--- src/rtl/spi_cmd_pkg.sv ---
// Shared constants, state type and length decode for the SPI command engine.
// Assumes an 8-entry byte register bank addressed by a 3-bit offset.
package spi_cmd_pkg;

    localparam int REG_N  = 8;
    localparam int REG_AW = $clog2(REG_N);

    // Offsets whose position the sequencer decodes
    localparam logic [REG_AW-1:0] OFS_CTRL   = 3'd0;
    localparam logic [REG_AW-1:0] OFS_OPC    = 3'd1;
    localparam logic [REG_AW-1:0] OFS_ADR_HI = 3'd4;
    localparam logic [REG_AW-1:0] OFS_RX0    = 3'd5;
    localparam logic [REG_AW-1:0] OFS_DATA   = 3'd7;

    // Control bits 6:4 values that launch a transaction
    localparam logic [2:0] GO_SLOW = 3'b100;
    localparam logic [2:0] GO_FAST = 3'b101;

    typedef enum logic [1:0] {
        SQ_IDLE,
        SQ_LOAD,
        SQ_WAIT,
        SQ_CLOSE
    } seq_state_t;

    // Number of outgoing bytes for a 2-bit length code
    function automatic logic [3:0] out_bytes(input logic [1:0] code);
        case (code)
            2'd0:    out_bytes = 4'd1;
            2'd1:    out_bytes = 4'd2;
            2'd2:    out_bytes = 4'd4;
            default: out_bytes = 4'd5;
        endcase
    endfunction

endpackage

--- src/rtl/spi_cmd_regs.sv ---
// Byte register bank. Offset 0 is control, and reads return busy in bit 7.
// Host writes are blocked while busy. Received bytes are written from
// offset 5 upward. Assumes reg_wr is a single-clock strobe.
module spi_cmd_regs
    import spi_cmd_pkg::*;
(
    input  logic                         clk,
    input  logic                         rst_n,
    input  logic                         reg_wr,
    input  logic [REG_AW-1:0]            reg_addr,
    input  logic [7:0]                   reg_wdata,
    output logic [7:0]                   reg_rdata,
    input  logic                         busy,
    input  logic                         rx_we,
    input  logic [1:0]                   rx_idx,
    input  logic [7:0]                   rx_byte,
    output logic                         start,
    output logic [REG_N-1:0][7:0]        regs_o
);

    logic [7:0]        bytes_q [REG_N];
    logic              host_we;
    logic [REG_AW-1:0] rx_ofs;

    assign host_we = reg_wr && !busy;
    assign rx_ofs  = OFS_RX0 + REG_AW'(rx_idx);

    // Launch pulse: idle control write carrying a start code
    assign start = host_we && (reg_addr == OFS_CTRL) &&
                   ((reg_wdata[6:4] == GO_SLOW) || (reg_wdata[6:4] == GO_FAST));

    for (genvar gi = 0; gi < REG_N; gi++) begin : g_byte
        // One byte: host write when idle, else captured receive data
        always_ff @(posedge clk) begin
            if (!rst_n)
                bytes_q[gi] <= 8'h00;
            else if (host_we && (reg_addr == REG_AW'(gi)))
                bytes_q[gi] <= reg_wdata;
            else if (rx_we && (rx_ofs == REG_AW'(gi)))
                bytes_q[gi] <= rx_byte;
        end
    end

    // Flatten the bank for the sequencer
    always_comb begin
        for (int i = 0; i < REG_N; i++) regs_o[i] = bytes_q[i];
    end

    // Read mux with busy substituted into control bit 7
    always_comb begin
        if (reg_addr == OFS_CTRL)
            reg_rdata = {busy, bytes_q[0][6:0]};
        else
            reg_rdata = bytes_q[reg_addr];
    end

    assert_ctrl_frozen_R9: assert property (@(posedge clk) disable iff (!rst_n)
        busy && reg_wr |=> $stable(bytes_q[0]));
    assert_opc_frozen_R9: assert property (@(posedge clk) disable iff (!rst_n)
        busy && reg_wr |=> $stable(bytes_q[1]));
    assert_start_sets_busy_R2: assert property (@(posedge clk) disable iff (!rst_n)
        start |=> busy);

endmodule

--- src/rtl/spi_cmd_shifter.sv ---
// Single-byte SPI mode 0 shifter, MSB first. A go pulse loads a byte,
// and done pulses once eight bits have been exchanged. rx_byte is valid
// from the clock after done. The half period is picked by fast.
// Assumes go arrives only while the shifter is inactive.
module spi_cmd_shifter #(
    parameter int SLOW_HALF = 4,
    parameter int FAST_HALF = 2
) (
    input  logic       clk,
    input  logic       rst_n,
    input  logic       go,
    input  logic       fast,
    input  logic [7:0] tx_byte,
    input  logic       miso,
    output logic       sck,
    output logic       mosi,
    output logic       done,
    output logic [7:0] rx_byte
);

    localparam int MAXH = (SLOW_HALF > FAST_HALF) ? SLOW_HALF : FAST_HALF;
    localparam int CW   = $clog2(MAXH + 1);

    logic          active;
    logic [CW-1:0] cnt;
    logic [CW-1:0] half_lim;
    logic [2:0]    bitn;
    logic [7:0]    sh;
    logic          rx_bit;

    // Rate select: collapse to a constant when both ratios match
    if (SLOW_HALF == FAST_HALF) begin : g_one_rate
        assign half_lim = CW'(SLOW_HALF);
    end else begin : g_two_rate
        assign half_lim = fast ? CW'(FAST_HALF) : CW'(SLOW_HALF);
    end

    // Half-period timing, edge generation and shared tx/rx shift register
    always_ff @(posedge clk) begin
        if (!rst_n) begin
            active <= 1'b0;
            cnt    <= '0;
            bitn   <= 3'd0;
            sck    <= 1'b0;
            sh     <= 8'h00;
            rx_bit <= 1'b0;
            done   <= 1'b0;
        end else begin
            done <= 1'b0;
            if (go) begin
                active <= 1'b1;
                cnt    <= '0;
                bitn   <= 3'd0;
                sck    <= 1'b0;
                sh     <= tx_byte;
            end else if (active) begin
                if (cnt == half_lim - 1'b1) begin
                    cnt <= '0;
                    if (!sck) begin
                        sck    <= 1'b1;
                        rx_bit <= miso;
                    end else begin
                        sck  <= 1'b0;
                        sh   <= {sh[6:0], rx_bit};
                        bitn <= bitn + 3'd1;
                        if (bitn == 3'd7) begin
                            active <= 1'b0;
                            done   <= 1'b1;
                        end
                    end
                end else begin
                    cnt <= cnt + 1'b1;
                end
            end
        end
    end

    assign mosi    = sh[7];
    assign rx_byte = sh;

    assert_sck_low_idle_R6: assert property (@(posedge clk) disable iff (!rst_n)
        !active |-> !sck);
    assert_mosi_hold_R6: assert property (@(posedge clk) disable iff (!rst_n)
        sck |-> $stable(mosi));

endmodule

--- src/rtl/spi_cmd_seq.sv ---
// Transaction sequencer. It lowers chip-select, feeds the shifter one
// byte at a time in wire order (opcode, address high to low, data, then
// 0x00 fillers for reads), and routes received bytes to the register bank.
// After the last byte it raises chip-select and drops busy one clock later.
// Assumes control and data registers stay fixed while busy.
module spi_cmd_seq
    import spi_cmd_pkg::*;
(
    input  logic                  clk,
    input  logic                  rst_n,
    input  logic                  start,
    input  logic [REG_N-1:0][7:0] regs,
    input  logic                  done,
    input  logic [7:0]            rx_byte,
    output logic                  busy,
    output logic                  cs_n,
    output logic                  go,
    output logic                  fast,
    output logic [7:0]            tx_byte,
    output logic                  rx_we,
    output logic [1:0]            rx_idx,
    output logic [7:0]            rx_data
);

    seq_state_t st;
    logic [3:0] pos;
    logic [3:0] out_n;
    logic [3:0] in_n;
    logic [3:0] tot;
    logic [1:0] code;

    assign code  = regs[OFS_CTRL][1:0];
    assign out_n = out_bytes(code);
    assign in_n  = {2'b00, regs[OFS_CTRL][3:2]};
    assign tot   = out_n + in_n;
    assign fast  = regs[OFS_CTRL][4];
    assign busy  = (st != SQ_IDLE);
    assign go    = (st == SQ_LOAD);

    // Byte selection for the current wire position
    always_comb begin
        tx_byte = 8'h00;
        if (pos == 4'd0)
            tx_byte = regs[OFS_OPC];
        else if (pos < out_n) begin
            if (code == 2'd1 || pos == 4'd4)
                tx_byte = regs[OFS_DATA];
            else
                tx_byte = regs[REG_AW'(4'(OFS_ADR_HI) + 4'd1 - pos)];
        end
    end

    // Receive routing during the read phase
    assign rx_we   = (st == SQ_WAIT) && done && (pos >= out_n);
    assign rx_idx  = 2'(pos - out_n);
    assign rx_data = rx_byte;

    // State, byte position and chip-select control
    always_ff @(posedge clk) begin
        if (!rst_n) begin
            st   <= SQ_IDLE;
            pos  <= 4'd0;
            cs_n <= 1'b1;
        end else begin
            case (st)
                SQ_IDLE: if (start) begin
                    st   <= SQ_LOAD;
                    pos  <= 4'd0;
                    cs_n <= 1'b0;
                end
                SQ_LOAD: st <= SQ_WAIT;
                SQ_WAIT: if (done) begin
                    if (pos == tot - 4'd1) begin
                        st   <= SQ_CLOSE;
                        cs_n <= 1'b1;
                    end else begin
                        pos <= pos + 4'd1;
                        st  <= SQ_LOAD;
                    end
                end
                default: st <= SQ_IDLE;
            endcase
        end
    end

    assert_cs_release_R8: assert property (@(posedge clk) disable iff (!rst_n)
        $rose(cs_n) |=> !busy);
    assert_cs_held_R8: assert property (@(posedge clk) disable iff (!rst_n)
        (st == SQ_LOAD || st == SQ_WAIT) |-> !cs_n);
    assert_rx_in_range_R5: assert property (@(posedge clk) disable iff (!rst_n)
        rx_we |-> (4'(rx_idx) < in_n));
    assert_start_when_idle_R2: assert property (@(posedge clk) disable iff (!rst_n)
        start |-> !busy);

endmodule

--- src/rtl/spi_cmd_engine.sv ---
// Top of the register-programmed SPI command engine. It wires the register
// bank, the transaction sequencer and the byte shifter together. SLOW_HALF
// and FAST_HALF set the sck half period in system clocks for each rate.
module spi_cmd_engine #(
    parameter int SLOW_HALF = 4,
    parameter int FAST_HALF = 2
) (
    input  logic       clk,
    input  logic       rst_n,
    input  logic       reg_wr,
    input  logic [2:0] reg_addr,
    input  logic [7:0] reg_wdata,
    output logic [7:0] reg_rdata,
    output logic       sck,
    output logic       cs_n,
    output logic       mosi,
    input  logic       miso
);
    import spi_cmd_pkg::*;

    logic                  busy;
    logic                  start;
    logic [REG_N-1:0][7:0] regs;
    logic                  rx_we;
    logic [1:0]            rx_idx;
    logic [7:0]            rx_data;
    logic                  go;
    logic                  fast;
    logic [7:0]            tx_byte;
    logic                  done;
    logic [7:0]            sh_rx;

    spi_cmd_regs u_regs (
        .clk(clk), .rst_n(rst_n), .reg_wr(reg_wr), .reg_addr(reg_addr),
        .reg_wdata(reg_wdata), .reg_rdata(reg_rdata), .busy(busy),
        .rx_we(rx_we), .rx_idx(rx_idx), .rx_byte(rx_data),
        .start(start), .regs_o(regs)
    );

    spi_cmd_seq u_seq (
        .clk(clk), .rst_n(rst_n), .start(start), .regs(regs), .done(done),
        .rx_byte(sh_rx), .busy(busy), .cs_n(cs_n), .go(go), .fast(fast),
        .tx_byte(tx_byte), .rx_we(rx_we), .rx_idx(rx_idx), .rx_data(rx_data)
    );

    spi_cmd_shifter #(.SLOW_HALF(SLOW_HALF), .FAST_HALF(FAST_HALF)) u_shift (
        .clk(clk), .rst_n(rst_n), .go(go), .fast(fast), .tx_byte(tx_byte),
        .miso(miso), .sck(sck), .mosi(mosi), .done(done), .rx_byte(sh_rx)
    );

    assert_idle_lines_R1: assert property (@(posedge clk) disable iff (!rst_n)
        !busy |-> (cs_n && !sck));

endmodule

--- config.mk ---
export PLATFORM = sky130hd
export DESIGN_NAME = spi_cmd_engine
export DESIGN_NICKNAME = d
export VERILOG_FILES = /design/src/rtl/spi_cmd_pkg.sv /design/src/rtl/spi_cmd_regs.sv /design/src/rtl/spi_cmd_shifter.sv /design/src/rtl/spi_cmd_seq.sv /design/src/rtl/spi_cmd_engine.sv
export SDC_FILE = /design/constraint.sdc
export NUM_CORES = 1
export LEC_CHECK = 0
export BUFFER_PORTS_ARGS = -buffer_cell sky130_fd_sc_hd__buf_2
export CORE_AREA = 2 2 150 152
export CTS_CLUSTER_SIZE = 30
export DETAILED_ROUTE_END_ITERATION = 16
export DIE_AREA = 0 0 152 154
export SYNTH_ARGS = -nofsm -noshare
export SYNTH_HDL_FRONTEND = slang
export SYNTH_SLANG_ARGS = --single-unit
--- constraint.sdc ---
create_clock -name clk -period 4.6 [get_ports clk]
set_input_delay 0.46 -clock clk [delete_from_list [all_inputs] [get_ports clk]]
set_output_delay 0.46 -clock clk [all_outputs]
set_load 0.1 [all_outputs]
[After elaboration in Yosys (flattened, before gate mapping)]
Memories as Yosys holds them, arrays and structs flattened.
Cells that the tools add are included.
Operators by class
  magnitude comparators: 3
  reductions and logical operators: 42
  add/sub/neg operators: 9
  mux-type cells: 105
  bitwise logic cells: 21
  equality and inequality tests: 28
Operators with widths (count)
  $mux 8: 25
  $mux 1: 67
  $eq 3x3->1 const B: 11
  $bmux 8 s3: 1
  $logic_and 1x1->1: 20
  $or 1x1->1: 16
  $eq 3x2->1 const B: 4
  $mux 4: 3
  $reduce_and 4->1: 3
  $reduce_bool 2->1: 5
  $pmux 3 s3: 1
  $pmux 4 s2: 1
  $add 3x1->3 const B: 2
  $eq 3x1->1 const B: 2
  $logic_not 3->1: 2
  $mux 2: 3
  $mux 3: 2
  $ne 2x2->1 const B: 3
  $pmux 2 s3: 1
  $reduce_and 3->1: 2
  $not 1->1: 5
  $reduce_or 5->1: 1
  $add 3x2->4: 1
  $add 4x1->4 const B: 1
  21 further kinds: 26
Word-level totals
  memory bits (writable): 64
  memories: 1
  logic and storage cells: 219
  flip-flop bits (word level): 25
Memory list
  u_regs.bytes_q: words 8, width 8, rd ports 9, clocked after memory_dff 0, wr ports 8, line spi_cmd_regs.sv:21  | logic [7:0] bytes_q [REG_N];

[Longest topological paths before layout]
Gate-level depths: netlist (run 1).
An unclocked memory read counts as a cell.
  word-level depth: 12
  mapped depth: 13
  mapped depth without buffers: 13

[Hierarchy]
Synthesis (run 1) repeated with hierarchy kept, for this count alone.
Second synthesis, totals
  cell total of the unflattened synthesis: 457
  area, all modules: 5446.5 um^2
Modules (own cells, without submodules)
  spi_cmd_regs: cells an instance 207, area each 3200.6 um^2, times used 1
  spi_cmd_seq: cells an instance 152, area each 1407.6 um^2, times used 1
  spi_cmd_shifter: cells an instance 98, area each 838.3 um^2, times used 1

[Least setup slack after synthesis (run 1)]
OpenSTA, ideal clock, no wires.
  path type: input-to-output
  start point: input port reg_addr[1]
  end point: output port reg_rdata[2]
  path buffers: 1
  path slack: 0.964 ns
  stages on the path: 4
  arrival time: 3.176 ns
  cells stage by stage: buf_1 -> mux4_2 -> nor2b_1 -> o21ai_0
Between the ends
  cells in the longest elaborated chain, start to end: 2
  elaborated cells on any way between the ends: 3
  classes of those cells: mux: 1; reduce/logical: 1; memory: 1
RTL lines
  start: declaration: line spi_cmd_engine.sv:11  | input logic [2:0] reg_addr,
  $mem_v2 8x8 or $logic_not 3->1 (tied branches)
  $mux 8 (*): line spi_cmd_regs.sv:51  | if (reg_addr == OFS_CTRL)
  end: declaration: line spi_cmd_engine.sv:13  | output logic [7:0] reg_rdata,
Mark *: on every way between the ends. The rest lies on a longest branch, timed or not.

==> results of run 1 <==
==> worst reg2reg max path: cells and delay by family, from the launching register on <==
kind | cells | cell delay (ns)
simple gates | 1 | 0.17
fa+ha+maj | 2 | 0.81
buf+inv | 1 | 0.07
compound gates | 4 | 1.74
flops | 1 | 0.45
==> area by class of cell <==
type | instances | area [sq um] | area share
clock inverters | 7 | 93.84 | 0.01551
inverters | 17 | 63.81 | 0.01055
repair buffers | 31 | 170.2 | 0.02812
flip-flops and latches | 89 | 2424 | 0.4005
multi-input cells | 345 | 2724 | 0.4502
well taps | 280 | 350.3 | 0.05790
clock buffers | 9 | 225.2 | 0.03722
==> layer usage <==
layer	global-route usage	routed length, microns
met5	0	0
met3	0.02678	1119
met1	0.1824	6796
met2	0.2387	7984
met4	0.05607	699
==> flip-flops by register name, summed over array words and instances, names as in the netlist <==
name,flops
u_seq.cs_n,1
u_shift.cnt,3
u_shift.active,1
u_shift.bitn,3
u_shift.done,1
u_seq.pos,4
u_regs.bytes_q,64
u_shift.sck,1
u_seq.st,2
u_shift.rx_bit,1
u_shift.rx_byte,8
==> cells in the final DEF, fill, tap and decap left out, types with 4 or more instances in the layout <==
cell	synthesis	layout
mux2_2	9	9
ha_1	14	14
o21a_1	4	4
a21oi_1	11	11
buf_2	5	25
nand2_1	34	34
nor2_1	31	31
edfxtp_1	64	64
clkbuf_16	0	9
a22o_1	26	26
a221oi_1	7	7
nand2b_1	9	9
nor2b_1	8	8
dfxtp_1	25	24
o221ai_1	11	11
o22ai_1	14	14
a221o_1	4	4
o21ai_0	10	10
mux2i_1	34	34
inv_1	17	17
buf_4	2	6
xnor2_1	9	9
a21o_1	5	5
mux4_2	11	11
a211oi_1	4	4
a22oi_1	4	4
nand3_1	7	7
and2_1	33	33
or4_1	4	4
==> cells by family (layout without fill, tap and decap cells) <==
group	count (synthesis)	count (layout)
and+or+nand+nor	155	155
AOI/OAI and AO/OA	109	109
DFF	89	89
muxes	54	54
buffers and inverters	46	64
adders and majority gates	16	16
xor gates and xnor gates	11	11
==> where the power goes <==
| part | total [uW] | switching (uW) | internal [uW] |
|---|---|---|---|
| combinational | 232 | 168 | 64.2 |
| sequential | 912 | 24.9 | 888 |
| clock | 809 | 333 | 476 |
| total | 1950 | 525 | 1430 |
==> metrics by stage <==
step,area [sq um],utilization,cells
after global routing,6051,0.2790,778
final,6051,0.2790,778
after detailed placement,5732,0.2643,762
after global placement,5732,0.2643,762
after floorplan,5358,-,480
after CTS,6051,0.2790,778
==> path summary, 6_finish.rpt <==
check / cells past startpoint / endpoint / slack [ns]
setup / recovery: 8 / u_regs.bytes_q[5][2] / 0.98
hold / removal: 3 / u_shift.rx_bit / 0.35
setup reg to reg: 8 / u_regs.bytes_q[5][2] / 0.98
hold reg to reg: 2 / u_shift.bitn[2] / 0.50
==> impl_metrics.yaml, run 1 <==
run_status:
  status: "finished clean"
synthesis:
  synthSimpleGateAreaFrac: 0.1632
  synth_xor_area_frac: 0.01798
  syn-cell-area_sq_mm: 0.005358
  syn_nets: 511
  synthTopCellsByArea: "edfxtp_1, dfxtp_1, mux2i_1"
  async_flop_share: 0
  synth_cells: 480
  synth-main-ff-cell: "edfxtp_1"
  yosysWarningCount: 0
  synth_fa_ha_area_frac: 0.04017
  synth_top_family_by_area: "simple AND/OR/NAND/NOR gates"
  avgSynthCellArea_sq_um: 11.16
  synth_mux_area_frac: 0.1287
  synth_cell_type_count: 55
  synth_area_leader_cell: "edfxtp_1"
  synth_edf_count: 64
  yosysSeqAreaShare: 0.4521
  synth_top_cell_area_share: 0.3587
  synth_compound_area_frac: 0.1572
  synth_common_cells: "edfxtp_1, mux2i_1, nand2_1, and2_1, nor2_1"
  ys_ff_latch: 89
  synth.most_common_cell: "edfxtp_1"
grt:
  grt_first_pass_wirelength_microns: 25210
  grt_start_max_net_pins: 36
  grt-ovfl-total: 0
  grt_pass1_vias: 4062
  grt_antenna_before_repair: 0
  grtUsageTotal: 0.1426
routing:
  drtAntennaViolNets: 0
  wl_per_cell_microns: 21.34
  routed_wl_microns: 16600
  drt_iter0_markers: 392
  vias: 4159
  vias_per_cell: 5.346
  firstDrtPassIters: 5
  drcViolationCount: 0
placed_design:
  dpl.hpwl_microns: 12020
  portBuffers: 25
  place.gp.congestion: 0.9262
  dp_slack_ns: 1.041
finish:
  layout-drive-gt1-share: 0.1526
  syn_to_final_growth_pct: 12.94
  n_fill_cell: 2236
  fin_nets: 524
  diodes: 0
min_path:
  min_path_type: "in -> reg"
  worst_hold_startpoint: "miso"
die:
  die_w_microns: 152
  ios: 26
  dieArea_sq_mm: 0.02341
  rows: 54
  start_util: 0.2470
  die_h_microns: 154
  coreArea_sq_mm: 0.02169
sta:
  max_freq_mhz: 276.1
  timing.final.ws_setup_ns: 0.9777
  fin_crit_ns: 3.622
  hold_viol: 0
  slew_violations: 0
  worstMarginPinSlew_ns: 1.224
  setup_tns_ns: 0
  finalClockSkew_ns: 0.008473
  rsz0062_at_grt: "false"
  finalCritPeriodShare: 0.7875
  whs_ns: 0.3512
  slew_headroom: 0.1755
  finalSetupViolations: 0
clock_network:
  cts_made_buffers: 9
  clock_latency_ns: 0.35
  clock_sinks: 89
  path_clk_slew_ns: 0.07
  cts_tree: "built"
  cts_resized: 0
  postCtsSetupBuffers: 0
  cts_buffer_depth: 2
  htreeDepth: 3
  cts_hold_buf: 0
  clock-root-buffer: "clkbuf_16"
power_and_ir_drop:
  ir_drop_v: 0.0002297
  power.leakage_uw: 0.002075
  power_uw: 1953
  power_density_mw_per_mm2: 322.8
worst_setup_path:
  arrival_ns: 3.59
  max_stage_delay_ns: 0.80
  worstPathRequired_ns: 4.57
  path_max_fanout: 13
  r2r_start: "u_regs.bytes_q[0][0]"
  path_delay_family: "compound AO/OA/AOI/OAI gates"
  critical_path_buf_inv_count: 1
  crit_slowest_cell: "o221ai_1"
  cp-start-kind: "flop"
  path_class: "reg -> reg"
  critPathLaunch: "u_regs.bytes_q[0][0]"
  crit_path_end_kind: "flop"
  crit_chain: "inv_1 -> ha_1 -> ha_1 -> a21o_1 -> o21ai_0 -> a21oi_1 -> nand2b_1 -> o221ai_1"
  cp_common_cell: "ha_1"
job:
  maxCapViolations: 0
Note: power is estimated with default switching activity, not from simulation.
==> run 2: changes to the inputs <==
==> constraint.sdc (replaced) <==
create_clock -name clk -period 3.7 [get_ports clk]
set_input_delay 0.37 -clock clk [delete_from_list [all_inputs] [get_ports clk]]
set_output_delay 0.37 -clock clk [all_outputs]
set_load 0.1 [all_outputs]
==> run 2 against run 1 <==
  * Sequential power rose by 24%
  * Global-route usage shrank 0.40 points
  * Clock power up 22%
  * Count of clock-buffer cells in the layout unchanged
  * Combinational power increased by 27%
  * Clock skew decreased by 0.0025 ns
  * Non-clock buffer count increased by 11
  * Routed wire length down 3.6%
  * Sequential share of layout area down 0.54 points
  * Power up 24%
  * Worst setup slack worse by 0.30 ns
  * Critical path type unchanged
  * Critical endpoint is now u_shift.rx_byte[6]
  * Largest power group unchanged
  * Highest routed layer unchanged
==> impl_metrics.yaml, run 2 (synthesis gave the netlist of run 1 again) <==
min_path:
  hold_path_end: "u_shift.rx_bit"
  worst_hold_startpoint: "miso"
  min_path_type: "in -> reg"
  holdPathStages: 3
worst_setup_path:
  crit_chain: "ha_1 -> ha_1 -> inv_1 -> fa_1 -> mux2_2 -> o31ai_4 -> o2111ai_1 -> o211a_1 -> o32ai_2"
  max_stage_delay_ns: 0.47
  path_delay_family: "compound AO/OA/AOI/OAI gates"
  path_max_fanout: 9
  r2r_start: "u_regs.bytes_q[0][1]"
  r2r_slack_ns: 0.68
  path_class: "reg -> reg"
  arrival_ns: 3.28
  critical_path_buf_inv_count: 1
  worstPathRequired_ns: 3.96
  crit_path_end_kind: "flop"
  reg2regPathDepth: 9
  cp-start-kind: "flop"
  cp_common_cell: "ha_1"
  crit_slowest_cell: "edfxtp_1"
  timing.rr.end: "u_shift.rx_byte[6]"
clock_network:
  cts_resized: 0
  cts_tree: "built"
  postCtsSetupBuffers: 0
  clock-root-buffer: "clkbuf_16"
  htreeDepth: 3
  clock_latency_ns: 0.34
  cts_buffer_depth: 2
  path_clk_slew_ns: 0.07
  cts_made_buffers: 9
  cts_hold_buf: 0
  clock_sinks: 89
routing:
  vias_per_cell: 5.209
  drcViolationCount: 0
  topRoutingLayerUsed: "met4"
  drt_iter0_markers: 399
  wl_met2_microns: 7501
  drtAntennaViolNets: 0
  routed_wl_microns: 16010
  firstDrtPassIters: 5
  wl_per_cell_microns: 20.29
  wl_met3_microns: 1145
  wl_met1_microns: 6777
  vias: 4110
finish:
  final_cell_mix: "edfxtp_1, nand2_1, mux2i_1, and2_1, nor2_1"
  layout-drive-gt1-share: 0.1709
  top_register: "u_regs.bytes_q"
  final_cells: 789
  fin_nets: 535
  diodes: 0
  largest_reg_flops: 64
  layout_commonest_cell: "edfxtp_1"
  syn_to_final_growth_pct: 14.48
  n_fill_cell: 2240
sta:
  finalCritPeriodShare: 0.8162
  whs_ns: 0.2584
  slew_headroom: 0.3910
  hold_viol: 0
  setup_tns_ns: 0
  rsz0062_at_grt: "false"
  max_freq_mhz: 331.1
  finalSetupViolations: 0
  slew_violations: 0
  worstMarginPinSlew_ns: 0.9101
  finalClockSkew_ns: 0.005974
  fin_crit_ns: 3.020
die:
  start_util: 0.2470
  die_h_microns: 154
  ios: 26
  dieArea_sq_mm: 0.02341
  rows: 54
  die_w_microns: 152
  coreArea_sq_mm: 0.02169
grt:
  grt_pass1_vias: 3957
  grt-ovfl-total: 0
  grtUsageTotal: 0.1387
  grt_antenna_before_repair: 0
  grt_first_pass_wirelength_microns: 24680
  grt_start_max_net_pins: 36
placed_design:
  dpl.hpwl_microns: 11880
  dp.cells: 773
  place.gp.congestion: 0.8851
  portBuffers: 25
power_and_ir_drop:
  intPower_uw: 1782
  p_switching_uw: 632.1
  clockPowerShare: 0.409
  p_comb_frac: 0.122
  power_density_mw_per_mm2: 393.5
  ir_drop_v: 0.0003057
  power.leakage_uw: 0.002130
  seq_power_share: 0.469
  swShare: 0.2619
job:
  maxCapViolations: 0
run_status:
  status: "finished clean"
-- run 2: routing by layer --
metal	global-route usage	vias up
met5	0	-
met4	0.05830	0
met3	0.02029	34
met2	0.2263	183
met1	0.1841	2013
li1	-	1880
-- run 2: cell type report --
cell class	count	area, sq um	share of cell area
inverters	17	63.81	0.01040
well taps	280	350.3	0.05712
clock buffers	9	225.2	0.03672
clock inverters	7	93.84	0.01530
multi-input cells	345	2724	0.4441
flip-flops and latches	89	2424	0.3951
repair buffers	42	252.7	0.04121
-- run 2: worst reg2reg max path, cell delays in order, from the launching register on --
cell,delay (ns)
edfxtp_1,0.47
ha_1,0.35
ha_1,0.15
inv_1,0.05
fa_1,0.43
mux2_2,0.31
o31ai_4,0.47
o2111ai_1,0.19
o211a_1,0.27
o32ai_2,0.23
-- run 2: how the worst max path moves through the flow --
stage | start | endpoint | cells after the start
floorplan | reg_addr[1] | reg_rdata[2] | 4
global placement | u_regs.bytes_q[0][1] | u_seq.pos[1] | 13
detailed placement | u_regs.bytes_q[0][1] | u_seq.pos[0] | 13
CTS | u_regs.bytes_q[0][1] | u_shift.rx_byte[6] | 9
global route | u_regs.bytes_q[0][1] | u_seq.pos[0] | 13
finish | u_regs.bytes_q[0][1] | u_shift.rx_byte[6] | 9
-- run 2: per-stage QoR --
step                total power [uW]  utilization  setup slack, ns  cell area (sq um)
floorplan                       1346            -           0.2442               5358
global placement                1449       0.2681           0.7403               5814
detailed placement              1449       0.2681           0.7044               5814
CTS                             2429       0.2828           0.6932               6133
global route                    2490       0.2828           0.3764               6133
finish                          2414       0.2828           0.6800               6133
-- run 2: power by group through the flow --
stage               registers [uW]  logic (uW)  clock network (uW)
finish                        1130         295                 986
global route                  1130         318                1040
detailed placement            1150         296                   0
global placement              1150         297                   0
floorplan                     1140         207                   0
CTS                           1130         297                1000
